### src/rtl/mgmt_pkg.sv
// Shared constants and types for the serial management slave.
// Assumes clause-22 style framing: 2-bit opcode, 5-bit addresses, 16-bit data.
package mgmt_pkg;
    localparam int DATA_W  = 16;
    localparam int ADDR_W  = 5;
    localparam int OP_W    = 2;
    localparam int TA_W    = 2;
    localparam int PRE_LEN = 32;
    localparam int HDR_W   = OP_W + 2 * ADDR_W;
    localparam int CNT_W   = $clog2(PRE_LEN + 1);

    typedef enum logic [2:0] {
        FS_PRE,
        FS_START,
        FS_HDR,
        FS_TA,
        FS_DATA
    } frame_state_e;

    localparam logic [OP_W-1:0]   OP_WRITE  = 2'b01;
    localparam logic [OP_W-1:0]   OP_READ   = 2'b10;

    localparam logic [ADDR_W-1:0] IDX_CTRL  = 5'd0;
    localparam logic [ADDR_W-1:0] IDX_MODES = 5'd18;

    localparam int BIT_RESTART = 9;
    localparam int BIT_PDOWN   = 11;
    localparam int BIT_ANEN    = 12;

    localparam logic [DATA_W-1:0] CTRL_RST     = 16'h1000;
    localparam logic [DATA_W-1:0] CTRL_KEEP    = 16'h3D00;
    localparam logic [DATA_W-1:0] MODES_KEEP   = 16'h00FF;
endpackage

### src/rtl/mdio_frame_rx.sv
// Frame engine: tracks preamble, start, header, turnaround and data phases.
// Assumes mdio_i is stable around the MDC rising edge; all state changes and
// line drive updates happen on that edge. Issues one registered write strobe
// at the end of an accepted write frame and serialises read data.
module mdio_frame_rx
    import mgmt_pkg::*;
(
    input  logic              mdc,
    input  logic              rst_n,
    input  logic              mdio_i,
    input  logic [ADDR_W-1:0] own_addr,
    input  logic [DATA_W-1:0] rd_data,
    output logic [ADDR_W-1:0] rd_addr,
    output logic              wr_en,
    output logic [ADDR_W-1:0] wr_addr,
    output logic [DATA_W-1:0] wr_data,
    output logic              mdio_o,
    output logic              mdio_oe
);
    frame_state_e      state;
    logic [CNT_W-1:0]  cnt;
    logic [HDR_W-2:0]  hdr_sh;
    logic [DATA_W-1:0] dat_sh;
    logic              do_rd;
    logic              do_wr;
    logic [ADDR_W-1:0] reg_q;

    logic [HDR_W-1:0]  full_hdr;
    logic [OP_W-1:0]   hdr_op;
    logic [ADDR_W-1:0] hdr_pa;
    logic              hdr_match;

    // Header as it stands including the bit on the line this cycle.
    always_comb begin
        full_hdr  = {hdr_sh, mdio_i};
        hdr_op    = full_hdr[HDR_W-1 -: OP_W];
        hdr_pa    = full_hdr[2*ADDR_W-1 -: ADDR_W];
        rd_addr   = full_hdr[ADDR_W-1:0];
        hdr_match = (hdr_pa == own_addr);
    end

    // Frame sequencing, data shifting and line drive.
    always_ff @(posedge mdc) begin
        if (!rst_n) begin
            state   <= FS_PRE;
            cnt     <= '0;
            hdr_sh  <= '0;
            dat_sh  <= '0;
            do_rd   <= 1'b0;
            do_wr   <= 1'b0;
            reg_q   <= '0;
            wr_en   <= 1'b0;
            wr_addr <= '0;
            wr_data <= '0;
            mdio_o  <= 1'b0;
            mdio_oe <= 1'b0;
        end else begin
            wr_en <= 1'b0;
            case (state)
                FS_PRE: begin
                    if (mdio_i) begin
                        if (cnt != CNT_W'(PRE_LEN)) cnt <= cnt + 1'b1;
                    end else begin
                        if (cnt == CNT_W'(PRE_LEN)) state <= FS_START;
                        cnt <= '0;
                    end
                end
                FS_START: begin
                    state <= mdio_i ? FS_HDR : FS_PRE;
                    cnt   <= '0;
                end
                FS_HDR: begin
                    hdr_sh <= full_hdr[HDR_W-2:0];
                    if (cnt == CNT_W'(HDR_W - 1)) begin
                        state  <= FS_TA;
                        cnt    <= '0;
                        do_rd  <= hdr_match && (hdr_op == OP_READ);
                        do_wr  <= hdr_match && (hdr_op == OP_WRITE);
                        reg_q  <= rd_addr;
                        dat_sh <= rd_data;
                    end else begin
                        cnt <= cnt + 1'b1;
                    end
                end
                FS_TA: begin
                    if (cnt == '0) begin
                        cnt <= cnt + 1'b1;
                        if (do_rd) begin
                            mdio_oe <= 1'b1;
                            mdio_o  <= 1'b0;
                        end
                    end else begin
                        state <= FS_DATA;
                        cnt   <= '0;
                        if (do_rd) begin
                            mdio_o <= dat_sh[DATA_W-1];
                            dat_sh <= {dat_sh[DATA_W-2:0], 1'b0};
                        end
                    end
                end
                FS_DATA: begin
                    if (cnt == CNT_W'(DATA_W - 1)) begin
                        wr_en   <= do_wr;
                        wr_addr <= reg_q;
                        wr_data <= {dat_sh[DATA_W-2:0], mdio_i};
                        mdio_oe <= 1'b0;
                        mdio_o  <= 1'b0;
                        do_rd   <= 1'b0;
                        do_wr   <= 1'b0;
                        state   <= FS_PRE;
                        cnt     <= '0;
                    end else begin
                        cnt    <= cnt + 1'b1;
                        if (do_rd) mdio_o <= dat_sh[DATA_W-1];
                        dat_sh <= {dat_sh[DATA_W-2:0], mdio_i};
                    end
                end
                default: begin
                    state <= FS_PRE;
                    cnt   <= '0;
                end
            endcase
        end
    end
endmodule

### src/rtl/mgmt_regfile.sv
// Register file: control register with a one-cycle restart strobe and a
// power-down bit interlocked against negotiation enable, and a mode
// register whose low field is the own bus address, loaded from a strap
// pin during reset. Assumes at most one write strobe per cycle.
module mgmt_regfile
    import mgmt_pkg::*;
(
    input  logic              mdc,
    input  logic              rst_n,
    input  logic              strap_i,
    input  logic              wr_en,
    input  logic [ADDR_W-1:0] wr_addr,
    input  logic [DATA_W-1:0] wr_data,
    input  logic [ADDR_W-1:0] rd_addr,
    output logic [DATA_W-1:0] rd_data,
    output logic [DATA_W-1:0] ctrl_q,
    output logic [DATA_W-1:0] modes_q
);
    logic [DATA_W-1:0] ctrl_wval;

    // Value a control write stores, with the power-down interlock applied.
    always_comb begin
        ctrl_wval = wr_data & (CTRL_KEEP | (DATA_W'(1) << BIT_RESTART));
        ctrl_wval[BIT_PDOWN] = wr_data[BIT_PDOWN] & ~ctrl_q[BIT_ANEN];
    end

    // Control register update; the restart strobe clears itself.
    always_ff @(posedge mdc) begin
        if (!rst_n) begin
            ctrl_q <= CTRL_RST;
        end else if (wr_en && (wr_addr == IDX_CTRL)) begin
            ctrl_q <= ctrl_wval;
        end else begin
            ctrl_q[BIT_RESTART] <= 1'b0;
        end
    end

    // Mode register update; strap loads the address while reset is held.
    always_ff @(posedge mdc) begin
        if (!rst_n) begin
            modes_q <= {{(DATA_W-1){1'b0}}, strap_i};
        end else if (wr_en && (wr_addr == IDX_MODES)) begin
            modes_q <= wr_data & MODES_KEEP;
        end
    end

    // Read mux; the strobe bit always reads back as zero.
    always_comb begin
        case (rd_addr)
            IDX_CTRL:  rd_data = ctrl_q & ~(DATA_W'(1) << BIT_RESTART);
            IDX_MODES: rd_data = modes_q;
            default:   rd_data = '0;
        endcase
    end
endmodule

### src/rtl/mgmt_slave_top.sv
// Top of the serial management slave: frame engine plus register file.
// Assumes MDC is the only clock and reset is synchronous to it.
module mgmt_slave_top
    import mgmt_pkg::*;
(
    input  logic              mdc,
    input  logic              rst_n,
    input  logic              strap_addr_i,
    input  logic              mdio_i,
    output logic              mdio_o,
    output logic              mdio_oe,
    output logic [DATA_W-1:0] ctrl_o,
    output logic [DATA_W-1:0] modes_o,
    output logic [ADDR_W-1:0] phy_addr_o
);
    logic [ADDR_W-1:0] rd_addr;
    logic [DATA_W-1:0] rd_data;
    logic              wr_en;
    logic [ADDR_W-1:0] wr_addr;
    logic [DATA_W-1:0] wr_data;

    mdio_frame_rx u_rx (
        .mdc      (mdc),
        .rst_n    (rst_n),
        .mdio_i   (mdio_i),
        .own_addr (phy_addr_o),
        .rd_data  (rd_data),
        .rd_addr  (rd_addr),
        .wr_en    (wr_en),
        .wr_addr  (wr_addr),
        .wr_data  (wr_data),
        .mdio_o   (mdio_o),
        .mdio_oe  (mdio_oe)
    );

    mgmt_regfile u_regs (
        .mdc     (mdc),
        .rst_n   (rst_n),
        .strap_i (strap_addr_i),
        .wr_en   (wr_en),
        .wr_addr (wr_addr),
        .wr_data (wr_data),
        .rd_addr (rd_addr),
        .rd_data (rd_data),
        .ctrl_q  (ctrl_o),
        .modes_q (modes_o)
    );

    // Own address is the low field of the mode register.
    assign phy_addr_o = modes_o[ADDR_W-1:0];
endmodule

### config.mk
export PLATFORM = sky130hd
export DESIGN_NAME = mgmt_slave_top
export DESIGN_NICKNAME = d
export VERILOG_FILES = /design/src/rtl/mgmt_pkg.sv /design/src/rtl/mdio_frame_rx.sv /design/src/rtl/mgmt_regfile.sv /design/src/rtl/mgmt_slave_top.sv
export SDC_FILE = /design/constraint.sdc
export NUM_CORES = 1
export LEC_CHECK = 0
export ABC_AREA = 1
export BUFFER_PORTS_ARGS = -buffer_cell sky130_fd_sc_hd__buf_4
export CORE_MARGIN = 2
export CORE_UTILIZATION = 59
export DETAILED_ROUTE_END_ITERATION = 16
export PLACE_DENSITY = 0.8
export REMOVE_ABC_BUFFERS = 1
export SETUP_SLACK_MARGIN = 0.02
export SYNTH_ARGS = -nofsm -noshare
export SYNTH_HDL_FRONTEND = slang
export SYNTH_HIERARCHICAL = 1
export SYNTH_SLANG_ARGS = --single-unit
### constraint.sdc
create_clock -name mdc -period 1.9 [get_ports mdc]
set_input_delay 0 -clock mdc [delete_from_list [all_inputs] [get_ports mdc]]
set_output_delay 0 -clock mdc [all_outputs]
set_load 0.01 [all_outputs]
==> flow_summary.yaml <==
placed_design:
  postPlaceCellArea_um2: 4030
  preCtsSetupSlack_ps: 169
  detailedPlacementHpwl_um: 5690
  placedCellCount: 650
  io_buffer_count: 24
  gp_routability_congestion: 0.837
setup_path:
  timing.setup.critical_path_class: "register to register"
  cp.required_ps: 2190
  regToRegStartpoint: "u_rx/cnt[0]"
  r2r.worst_path.cells: 11
  critical_path.startpoint_type: "register"
  timing.critical_path.from: "u_rx/cnt[0]"
  worst_setup_path_end_kind: "register"
  arrival_ps: 2030
  path_max_fanout: 16
cells_and_area:
  layout.cell_area.non_filler_um2: 4340
  fin_nets: 597
  final_util_pct: 67.5
  filler_cell_count: 533
  final-instance-count-excl-fill: 673
  areaGrowthSynthToFinish_pct: 9.09
  final_layout_size_suffix_gt1_share_pct: 12.9
  n_antenna_cell: 0
power_and_ir_drop:
  powerDensity_nw_per_um2: 722
  p_leak_nw: 1.89
  cell_internal_pwr_mw: 2.41
  share_clk_of_total_power_pct: 42.9
  peak_vdd_ir_mv: 0.390
  net-switching-power_mw: 0.716
  total_power_mw: 3.13
  power.sequential.fraction_pct: 53.3
  combinationalPowerShare_pct: 3.9
  power.share.switching_pct: 22.9
timing:
  timing.final.crit_period_ps: 1740
  skew_ps: 7.59
  slew_viol_final: 0
  finalCritPeriodShare_pct: 91.5
  hold_slack_ps: 49.8
  final_critical_path_setup_slack_ps: 161
  setup-tns-final_ps: 0
  setup_viol: 0
  hold_violations: 0
  timing.fmax_mhz: 575
  setup_repair_after_global_routing_missed_its_margin: "false"
drt:
  routedWlPerCell_um: 13.1
  first_iter_violations: 288
  vias_cell: 5.24
  drt-total-wl_um: 8790
  number_of_optimization_iterations_in_the_first_detailed_route_pass: 5
  via_count: 3529
  antenna_left: 0
  drt_drc_violations_left: 0
synthesis:
  ys_warn_count: 6
  syn_avg_cell_area_um2: 6.93
  synth_instances: 574
  syn-cell-area_um2: 3980
status:
  run_status: "completed"
floorplanning:
  fp.coreArea_um2: 6420
  rows: 29
  ioPinCount: 43
  start_util_pct: 61.9
  die-area_um2: 7410
  die_y_um: 86.1
  die-width_um: 86.1
clock_network:
  clk_pin_slew_ps: 80
  cts-buffers-inserted: 9
  clock-root-buffer: "sky130_fd_sc_hd__clkbuf_8"
  tritoncts_clock_tree: "yes"
  clk_path_buf_depth: 2
  h-tree-depth: 3
  cts_sinks: 79
  clock_latency_ps: 350
grt:
  globalRouteOverflowTotal: 0
  first_global_vias: 3087
  grt_start_max_net_pins: 41
  grt_first_pass_wirelength_um: 14000
  antenna_violations_before_repair: 0
  globalRouteTotalUtil_pct: 23.7
worst_hold_path:
  hold_path.class: "input port to register"
  whs_path_depth: 3
  hold_path_startpoint: "rst_n"
flow_run:
  drv.max_cap_violation_count: 0
==> power groups by stage <==
stage / Clock (mW) / Sequential (mW) / Combinational [mW]
floorplan: 0 / 1.71 / 0.0709
global placement: 0 / 1.71 / 0.112
detailed placement: 0 / 1.71 / 0.114
CTS: 1.36 / 1.67 / 0.118
global route: 1.43 / 1.67 / 0.137
finish: 1.34 / 1.67 / 0.121
==> final cells by class <==
class                           count  area, um^2  area share [%]
Clock buffer                       12         165            3.81
Clock inverter                      4        52.6            1.21
Inverter                           55         206            4.76
Multi-Input combinational cell    407        1900            43.8
Sequential cell                    79        1590            36.7
Tap cell                           77        96.3            2.22
Timing Repair Buffer               39         323            7.44
==> flip-flops by register name, summed over array words and instances, names as in the netlist <==
signal	count
u_rx/dat_sh	16
u_rx/wr_en	1
u_rx/do_wr	1
u_rx/mdio_oe	1
u_rx/wr_addr	5
u_rx/wr_data	14
u_rx/hdr_sh	11
u_rx/do_rd	1
u_regs/modes_q	8
u_regs/ctrl_q	6
u_rx/reg_q	5
u_rx/state	3
u_rx/cnt	6
u_rx/mdio_o	1
==> routing by layer <==
layer / GRT usage (%) / share of wire [%] / vias to the layer above / routed length (um)
li1: - / - / 1790 / -
met1: 31.0 / 46 / 1594 / 4050
met2: 38.1 / 47 / 127 / 4100
met3: 5.20 / 5.4 / 18 / 478
met5: 0 / 0 / - / 0
met4: 9.38 / 1.9 / 0 / 169
==> repair_timing <==
action,CTS,global route
endpoints found under the hold margin,4,0
hold buffers,2,0
resized for setup,0,4
buffers inserted,0,5
endpoints found under the setup margin,0,9
==> worst paths after layout <==
check / endpoint / slack (ps)
min reg2reg: u_regs/ctrl_q[9] / 450
min: u_regs/ctrl_q[9] / 50
max reg2reg: u_rx/dat_sh[15] / 160
max: u_rx/dat_sh[15] / 160
==> critical path, cell delays in order, from the launching register on <==
cell	delay (ps)
sky130_fd_sc_hd__dfxtp_2	360
sky130_fd_sc_hd__ha_2	200
sky130_fd_sc_hd__nand3_1	100
sky130_fd_sc_hd__inv_1	130
sky130_fd_sc_hd__nand2_2	90
sky130_fd_sc_hd__nor2_4	240
sky130_fd_sc_hd__buf_12	140
sky130_fd_sc_hd__nor2_4	40
sky130_fd_sc_hd__buf_12	140
sky130_fd_sc_hd__nand3b_1	80
sky130_fd_sc_hd__nand2_1	50
sky130_fd_sc_hd__nor2_1	100
==> layout by cell type, fill, tap and decap left out, types with 12 or more instances in the layout <==
cell,count
sky130_fd_sc_hd__nor2_1,125
sky130_fd_sc_hd__nand2_1,103
sky130_fd_sc_hd__dfxtp_1,76
sky130_fd_sc_hd__inv_1,52
sky130_fd_sc_hd__o21ai_0,39
sky130_fd_sc_hd__buf_4,35
sky130_fd_sc_hd__nand3_1,29
sky130_fd_sc_hd__a21oi_1,28
sky130_fd_sc_hd__conb_1,21
sky130_fd_sc_hd__nand3b_1,16
sky130_fd_sc_hd__nand4_1,13
sky130_fd_sc_hd__clkbuf_8,12
Power figures use the tool's default switching activity.
